===== src/rtl/rmc_pkg.sv =====
package rmc_pkg;

   typedef enum logic [2:0] {
      MD_OFF       = 3'd0,
      MD_XO_START  = 3'd1,
      MD_IDLE1     = 3'd2,
      MD_IDLE2     = 3'd3,
      MD_TX_SETTLE = 3'd4,
      MD_TX        = 3'd5,
      MD_RX_SETTLE = 3'd6,
      MD_RX        = 3'd7
   } rmc_mode_e;

   localparam int unsigned RMC_NUM_MODES = 8;

   function automatic int unsigned rmc_max(input int unsigned a, input int unsigned b);
      return (a > b) ? a : b;
   endfunction

endpackage


===== src/rtl/rmc_countdown.sv =====
module rmc_countdown #(
   parameter  int unsigned MAX_VAL = 16,
   localparam int unsigned W       = $clog2(MAX_VAL + 1)
) (
   input  logic         clk,
   input  logic         rst_n,
   input  logic         load,
   input  logic [W-1:0] load_val,
   output logic         done
);

   logic [W-1:0] cnt_q;

   // A load of N makes done rise on the N-th cycle after the load edge.
   always_ff @(posedge clk or negedge rst_n) begin
      if (!rst_n) begin
         cnt_q <= '0;
      end else if (load) begin
         cnt_q <= load_val - 1'b1;
      end else if (cnt_q != '0) begin
         cnt_q <= cnt_q - 1'b1;
      end
   end

   assign done = (cnt_q == '0);

endmodule


===== src/rtl/rmc_ce_qualifier.sv =====
module rmc_ce_qualifier #(
   parameter int unsigned MIN_HIGH_CYC = 160
) (
   input  logic clk,
   input  logic rst_n,
   input  logic chip_en,
   output logic held
);

   localparam int unsigned CW = $clog2(MIN_HIGH_CYC);
   localparam logic [CW-1:0] SAT = CW'(MIN_HIGH_CYC - 1);

   logic [CW-1:0] run_q;

   // Counts edges with chip_en high; any low sample restarts the count.
   always_ff @(posedge clk or negedge rst_n) begin
      if (!rst_n) begin
         run_q <= '0;
      end else if (!chip_en) begin
         run_q <= '0;
      end else if (run_q != SAT) begin
         run_q <= run_q + 1'b1;
      end
   end

   // True on the MIN_HIGH_CYC-th consecutive high edge and afterwards.
   assign held = chip_en && (run_q == SAT);

endmodule


===== src/rtl/rmc_mode_fsm.sv =====
module rmc_mode_fsm
   import rmc_pkg::*;
#(
   parameter int unsigned START_CYC  = 24000,
   parameter int unsigned SETTLE_CYC = 2080,
   parameter int unsigned TX_MAX_CYC = 64000,
   parameter int unsigned PW         = 16,
   parameter int unsigned WW         = 17
) (
   input  logic          clk,
   input  logic          rst_n,
   input  logic          power_on,
   input  logic          rx_role,
   input  logic          chip_en,
   input  logic          ce_held,
   input  logic          txq_empty,
   input  logic          pkt_done,
   input  logic          phase_done,
   input  logic          wdog_done,
   output rmc_mode_e     state,
   output logic          phase_load,
   output logic [PW-1:0] phase_val,
   output logic          wdog_load,
   output logic [WW-1:0] wdog_val,
   output logic          pkt_start,
   output logic          tx_timeout
);

   localparam logic [PW-1:0] START_V  = PW'(START_CYC);
   localparam logic [PW-1:0] SETTLE_V = PW'(SETTLE_CYC);

   rmc_mode_e state_q, state_d;
   logic      launch;
   logic      expire;
   logic      pkt_start_q;
   logic      tmo_q;

   always_comb begin
      state_d    = state_q;
      phase_load = 1'b0;
      phase_val  = SETTLE_V;
      launch     = 1'b0;
      expire     = 1'b0;
      if (!power_on) begin
         state_d = MD_OFF;
      end else begin
         unique case (state_q)
            MD_OFF: begin
               state_d    = MD_XO_START;
               phase_load = 1'b1;
               phase_val  = START_V;
            end
            MD_XO_START: begin
               if (phase_done) state_d = MD_IDLE1;
            end
            MD_IDLE1: begin
               if (chip_en && rx_role) begin
                  state_d    = MD_RX_SETTLE;
                  phase_load = 1'b1;
               end else if (!rx_role && ce_held && !txq_empty) begin
                  state_d    = MD_TX_SETTLE;
                  phase_load = 1'b1;
               end
            end
            MD_IDLE2: begin
               if (!chip_en) begin
                  state_d = MD_IDLE1;
               end else if (rx_role) begin
                  state_d    = MD_RX_SETTLE;
                  phase_load = 1'b1;
               end else if (!txq_empty) begin
                  state_d    = MD_TX_SETTLE;
                  phase_load = 1'b1;
               end
            end
            MD_TX_SETTLE: begin
               if (phase_done) begin
                  state_d = MD_TX;
                  launch  = 1'b1;
               end
            end
            MD_TX: begin
               if (pkt_done) begin
                  if (!chip_en) begin
                     state_d = MD_IDLE1;
                  end else if (rx_role) begin
                     state_d    = MD_RX_SETTLE;
                     phase_load = 1'b1;
                  end else if (!txq_empty) begin
                     launch = 1'b1;
                  end else begin
                     state_d = MD_IDLE2;
                  end
               end else if (wdog_done) begin
                  state_d = MD_IDLE1;
                  expire  = 1'b1;
               end
            end
            MD_RX_SETTLE: begin
               if (phase_done) state_d = MD_RX;
            end
            MD_RX: begin
               if (!chip_en) begin
                  state_d = MD_IDLE1;
               end else if (!rx_role) begin
                  if (!txq_empty) begin
                     state_d    = MD_TX_SETTLE;
                     phase_load = 1'b1;
                  end else begin
                     state_d = MD_IDLE2;
                  end
               end
            end
            default: state_d = MD_OFF;
         endcase
      end
   end

   always_ff @(posedge clk or negedge rst_n) begin
      if (!rst_n) begin
         state_q     <= MD_OFF;
         pkt_start_q <= 1'b0;
         tmo_q       <= 1'b0;
      end else begin
         state_q     <= state_d;
         pkt_start_q <= launch;
         if (!power_on) begin
            tmo_q <= 1'b0;
         end else if (expire) begin
            tmo_q <= 1'b1;
         end
      end
   end

   assign state      = state_q;
   assign wdog_load  = launch;
   assign wdog_val   = WW'(TX_MAX_CYC);
   assign pkt_start  = pkt_start_q;
   assign tx_timeout = tmo_q;

endmodule


===== src/rtl/radio_mode_ctrl.sv =====
module radio_mode_ctrl
   import rmc_pkg::*;
#(
   parameter int unsigned XO_START_CYC  = 24000,
   parameter int unsigned EXT_START_CYC = 2400,
   parameter bit          USE_EXT_CLK   = 1'b0,
   parameter int unsigned SETTLE_CYC    = 2080,
   parameter int unsigned CE_MIN_CYC    = 160,
   parameter int unsigned TX_MAX_CYC    = 64000
) (
   input  logic       clk,
   input  logic       rst_n,
   input  logic       power_on,
   input  logic       rx_role,
   input  logic       chip_en,
   input  logic       txq_empty,
   input  logic       pkt_done,
   output logic [2:0] mode,
   output logic [7:0] mode_oh,
   output logic       xo_en,
   output logic       pll_en,
   output logic       pa_en,
   output logic       lna_en,
   output logic       pkt_start,
   output logic       tx_timeout
);

   localparam int unsigned START_CYC = USE_EXT_CLK ? EXT_START_CYC : XO_START_CYC;
   localparam int unsigned PHASE_MAX = rmc_max(START_CYC, SETTLE_CYC);
   localparam int unsigned PW        = $clog2(PHASE_MAX + 1);
   localparam int unsigned WW        = $clog2(TX_MAX_CYC + 1);

   // Elaboration-time parameter checks
   if (XO_START_CYC < 1 || EXT_START_CYC < 1) begin : g_bad_start
      $error("radio_mode_ctrl: start-up counts must be at least 1");
   end
   if (SETTLE_CYC < 1) begin : g_bad_settle
      $error("radio_mode_ctrl: SETTLE_CYC must be at least 1");
   end
   if (CE_MIN_CYC < 2) begin : g_bad_ce
      $error("radio_mode_ctrl: CE_MIN_CYC must be at least 2");
   end
   if (TX_MAX_CYC < 2) begin : g_bad_wdog
      $error("radio_mode_ctrl: TX_MAX_CYC must be at least 2");
   end

   rmc_mode_e       state;
   logic            ce_held;
   logic            phase_load, phase_done;
   logic [PW-1:0]   phase_val;
   logic            wdog_load, wdog_done;
   logic [WW-1:0]   wdog_val;

   rmc_ce_qualifier #(
      .MIN_HIGH_CYC (CE_MIN_CYC)
   ) u_ce_qual (
      .clk     (clk),
      .rst_n   (rst_n),
      .chip_en (chip_en),
      .held    (ce_held)
   );

   rmc_countdown #(
      .MAX_VAL (PHASE_MAX)
   ) u_phase_tmr (
      .clk      (clk),
      .rst_n    (rst_n),
      .load     (phase_load),
      .load_val (phase_val),
      .done     (phase_done)
   );

   rmc_countdown #(
      .MAX_VAL (TX_MAX_CYC)
   ) u_wdog_tmr (
      .clk      (clk),
      .rst_n    (rst_n),
      .load     (wdog_load),
      .load_val (wdog_val),
      .done     (wdog_done)
   );

   rmc_mode_fsm #(
      .START_CYC  (START_CYC),
      .SETTLE_CYC (SETTLE_CYC),
      .TX_MAX_CYC (TX_MAX_CYC),
      .PW         (PW),
      .WW         (WW)
   ) u_fsm (
      .clk        (clk),
      .rst_n      (rst_n),
      .power_on   (power_on),
      .rx_role    (rx_role),
      .chip_en    (chip_en),
      .ce_held    (ce_held),
      .txq_empty  (txq_empty),
      .pkt_done   (pkt_done),
      .phase_done (phase_done),
      .wdog_done  (wdog_done),
      .state      (state),
      .phase_load (phase_load),
      .phase_val  (phase_val),
      .wdog_load  (wdog_load),
      .wdog_val   (wdog_val),
      .pkt_start  (pkt_start),
      .tx_timeout (tx_timeout)
   );

   assign mode = state;

   for (genvar k = 0; k < RMC_NUM_MODES; k++) begin : g_onehot
      assign mode_oh[k] = (state == rmc_mode_e'(k));
   end

   assign xo_en  = (state != MD_OFF);
   assign pll_en = (state == MD_TX_SETTLE) || (state == MD_TX) ||
                   (state == MD_RX_SETTLE) || (state == MD_RX);
   assign pa_en  = (state == MD_TX);
   assign lna_en = (state == MD_RX);

endmodule


===== config.mk =====
export PLATFORM = sky130hd
export DESIGN_NAME = radio_mode_ctrl
export DESIGN_NICKNAME = d
export VERILOG_FILES = /design/src/rtl/rmc_pkg.sv /design/src/rtl/rmc_countdown.sv /design/src/rtl/rmc_ce_qualifier.sv /design/src/rtl/rmc_mode_fsm.sv /design/src/rtl/radio_mode_ctrl.sv
export SDC_FILE = /design/constraint.sdc
export NUM_CORES = 1
export LEC_CHECK = 0
export CORE_MARGIN = 3
export CORE_UTILIZATION = 38
export CTS_BUF_LIST = sky130_fd_sc_hd__clkbuf_16
export DETAILED_ROUTE_END_ITERATION = 7
export GPL_TIMING_DRIVEN = 0
export PLACE_DENSITY = 0.64
export SLEW_MARGIN = 15
export SYNTH_ARGS = -nofsm -noshare
export SYNTH_HDL_FRONTEND = slang
export SYNTH_HIERARCHICAL = 1
export SYNTH_SLANG_ARGS = --single-unit

===== constraint.sdc =====
create_clock -name clk -period 11.8 [get_ports clk]
set_clock_uncertainty 0.05 [all_clocks]
set_input_delay 2.36 -clock clk [delete_from_list [all_inputs] [get_ports clk]]
set_output_delay 2.36 -clock clk [all_outputs]
set_load 0.01 [all_outputs]

==> impl_metrics.csv <==
group,metric,value,unit
run,cap_viol_max_count,0,
hold_path,hold_path.class,"reg2reg",
route,drt-pass1-iter-count,4,
layout,nNetsFinal,463,
setup_path,cp-start-kind,"input port",
logic_synthesis,synth_cells,400,
route,drc,0,
layout,n_antenna_cell,0,
logic_synthesis,ys_dominant_reg_cell,"dfrtp_1",
place,dp.cells,575,
place,globalplace.congestion,0.8582,
sta,clock.fmax,151.6,MHz
logic_synthesis,synth_top_family_by_area,"simple AND/OR/NAND/NOR gates",
pwr,power_frac_comb,0.538,
sta,min_period,6.596,ns
floorplan,dieArea,0.01097,mm2
logic_synthesis,async_reset_ff_frac,1.000,
sta,worstMarginPinSlew,0.7400,ns
logic_synthesis,synth_xor_area_frac,0.09217,
floorplan,num_rows,35,
logic_synthesis,synth_mux_area_frac,0.04423,
setup_path,worst-setup-path-type,"in2reg",
sta,timing.hold.ws,0.4784,ns
logic_synthesis,synth-compound-area-share,0.1651,
place,port-buffer-count,23,
setup_path,r2r_cells,18,
pwr,power.leakage,1.797,nW
pwr,switchingPower,361.0,uW
clocking,clk_pin_slew,0.06,ns
clocking,cts_tree,"done",
sta,worst_slack,5.204,ns
pwr,switching_share,0.4084,
pwr,power_frac_seq,0.310,
layout,fin_cells,583,
route,wire_per_inst,13.67,um
logic_synthesis,synthSimpleGateAreaFrac,0.2762,
logic_synthesis,synth.avg_cell_area,9.265,um2
logic_synthesis,synth.ff_latch_count,44,
sta,setup_viol,0,
grt,grt_pass1_wl,14180,um
layout,drive_gt1_frac,0.1960,
logic_synthesis,synth_edf_count,0,
grt,grt_max_degree,32,
floorplan,die_x,104.8,um
pwr,pwr_density_cell,203.6,mW/mm2
place,dp_slack,4.927,ns
place,dpl_cell_area,0.004202,mm2
pwr,pwr-share-clk,0.152,
place,hpwl,5849,um
clocking,cts.path.max_buffers,2,
logic_synthesis,ys_types,78,
floorplan,io_pins,24,
layout,stdcell_area,0.004340,mm2
route,drt_iter0_markers,153,
floorplan,coreArea,0.009371,mm2
clocking,cts-resized-gates,0,
layout,layout-area-overhead-vs-synth,17.12,%
route,ant_nets,0,
pwr,p_int,522.8,uW
floorplan,die_y,104.8,um
clocking,cts-root-buf,"clkbuf_16",
sta,hold_violations,0,
logic_synthesis,yosysWarnings,6,
setup_path,cp.arrival,6.72,ns
logic_synthesis,synth_fa_ha_area_frac,0.01013,
sta,drv_slew,0,
route,vias,3026,
clocking,htree_num_levels,2,
clocking,postCtsSetupRepairBufs,0,
hold_path,min_path_cells,2,
logic_synthesis,seq_area_frac_synth,0.2971,
sta,timing.setup.tns,0,ns
route,viasPerCell,5.190,
sta,rsz0062_at_grt,"no",
outcome,status,"completed",
grt,grt_usage,0.1517,
layout,final_common_cell,"dfrtp_1",
grt,antenna_found_initial,0,
setup_path,required,11.92,ns
clocking,numCtsBuffers,5,
grt,grt_pass1_vias,3051,
layout,most-common-layout-cells,"dfrtp_1, buf_4, nor2_1, conb_1, nor3_1",
clocking,cts-hold-fix-buffers,0,
layout,final_core_util,0.4632,
pwr,fin_total_pwr,883.8,uW
grt,grt_remaining_overflow,0,
setup_path,path_max_fanout,10,
pwr,ir_drop,0.0001303,V
sta,slew_headroom,0.5067,
setup_path,crit_path_end_kind,"flop",
sta,fin_crit_sh,0.5590,
floorplan,start_util,0.3955,
route,drt-total-wl,7971,um
clocking,clk-insertion-delay-late,0.28,ns
clocking,cts_sinks,44,
logic_synthesis,syn_area,0.003706,mm2
-- final cells by class --
class | instances | area, um2
Clock buffer | 5 | 125.1
Tap cell | 129 | 161.4
Clock inverter | 3 | 13.76
Buffer | 50 | 400.4
Fill cell | 919 | 5031
Sequential cell | 44 | 1101
Inverter | 5 | 18.77
Timing Repair Buffer | 24 | 245.2
Multi-Input combinational cell | 323 | 2275
-- path summary, 6_finish.rpt --
kind	from	to	slack, ns
min in group asynchronous	rst_n	u_wdog_tmr/cnt_q[3]$_DFFE_PN0P_	1.94
max in group asynchronous	rst_n	u_ce_qual/run_q[3]$_DFFE_PN0P_	9.26
setup / recovery	chip_en	u_phase_tmr/cnt_q[12]$_DFFE_PN0P_	5.20
hold / removal	u_fsm/tx_timeout$_DFFE_PN0P_	u_fsm/tx_timeout$_DFFE_PN0P_	0.48
hold reg to reg	u_fsm/tx_timeout$_DFFE_PN0P_	u_fsm/tx_timeout$_DFFE_PN0P_	0.48
setup reg to reg	u_ce_qual/run_q[1]$_DFFE_PN0P_	u_phase_tmr/cnt_q[12]$_DFFE_PN0P_	7.04
-- state kept, by name, indices dropped and copies added, names as in the netlist --
signal             flops
u_wdog_tmr/cnt_q      16
u_phase_tmr/cnt_q     15
u_ce_qual/run_q        8
u_fsm/state            3
u_fsm/pkt_start        1
u_fsm/tx_timeout       1
-- cells by family (layout without fill, tap and decap cells) --
| family | after synthesis | in the layout |
|---|---|---|
| other cells | 2 | 24 |
| fa+ha+maj | 3 | 3 |
| buf+inv | 55 | 87 |
| flops | 44 | 44 |
| mux | 16 | 16 |
| xor+xnor | 39 | 39 |
| simple gates | 159 | 159 |
| compound gates | 82 | 82 |
-- cells in the mapped netlist, drive strengths merged (8+ instances only) --
| master | instances | share of area |
|---|---|---|
| buf | 45 | 0.093 |
| dfrtp | 44 | 0.30 |
| nor2 | 29 | 0.029 |
| nor3 | 25 | 0.036 |
| nand2 | 21 | 0.021 |
| xor2 | 21 | 0.050 |
| a21oi | 20 | 0.027 |
| xnor2 | 18 | 0.043 |
| mux2i | 16 | 0.044 |
| o22ai | 14 | 0.027 |
| nor3b | 12 | 0.026 |
| nor4b | 11 | 0.039 |
| o21ai | 11 | 0.015 |
| nand3 | 8 | 0.011 |
-- metal layers --
layer  share of wire  wire length, um  global-route usage  vias to the layer above
met5               0                0                   0                        -
met4          0.0064               51             0.04030                        0
met3           0.026              205             0.02285                        7
met2            0.50             3992              0.2658                       51
met1            0.47             3722              0.1942                     1454
li1                -                -                   -                     1514
-- critical path, cell delays in order --
cell and delay [ns]:
clkdlybuf4s50_1 0.57, buf_2 0.24, and2_1 0.14, or3b_2 0.49, nand2_1 0.09, o21ai_0 0.08
a211oi_1 0.26, buf_6 0.20, buf_2 0.22, buf_2 0.30, buf_2 0.28, mux2i_1 0.22
ha_1 0.29, o2111ai_2 0.26, nor3_2 0.31, xor2_1 0.11, a211o_1 0.30
-- power groups by stage --
stage	Sequential [mW]	Combinational, mW	Clock, mW
2_1_floorplan	0.259	0.372	0
3_3_place_gp	0.273	0.463	0
3_5_place_dp	0.275	0.473	0
4_1_cts	0.274	0.476	0.139
5_1_grt	0.284	0.527	0.147
6_report	0.274	0.475	0.135
(Power assumes the default switching activity.)
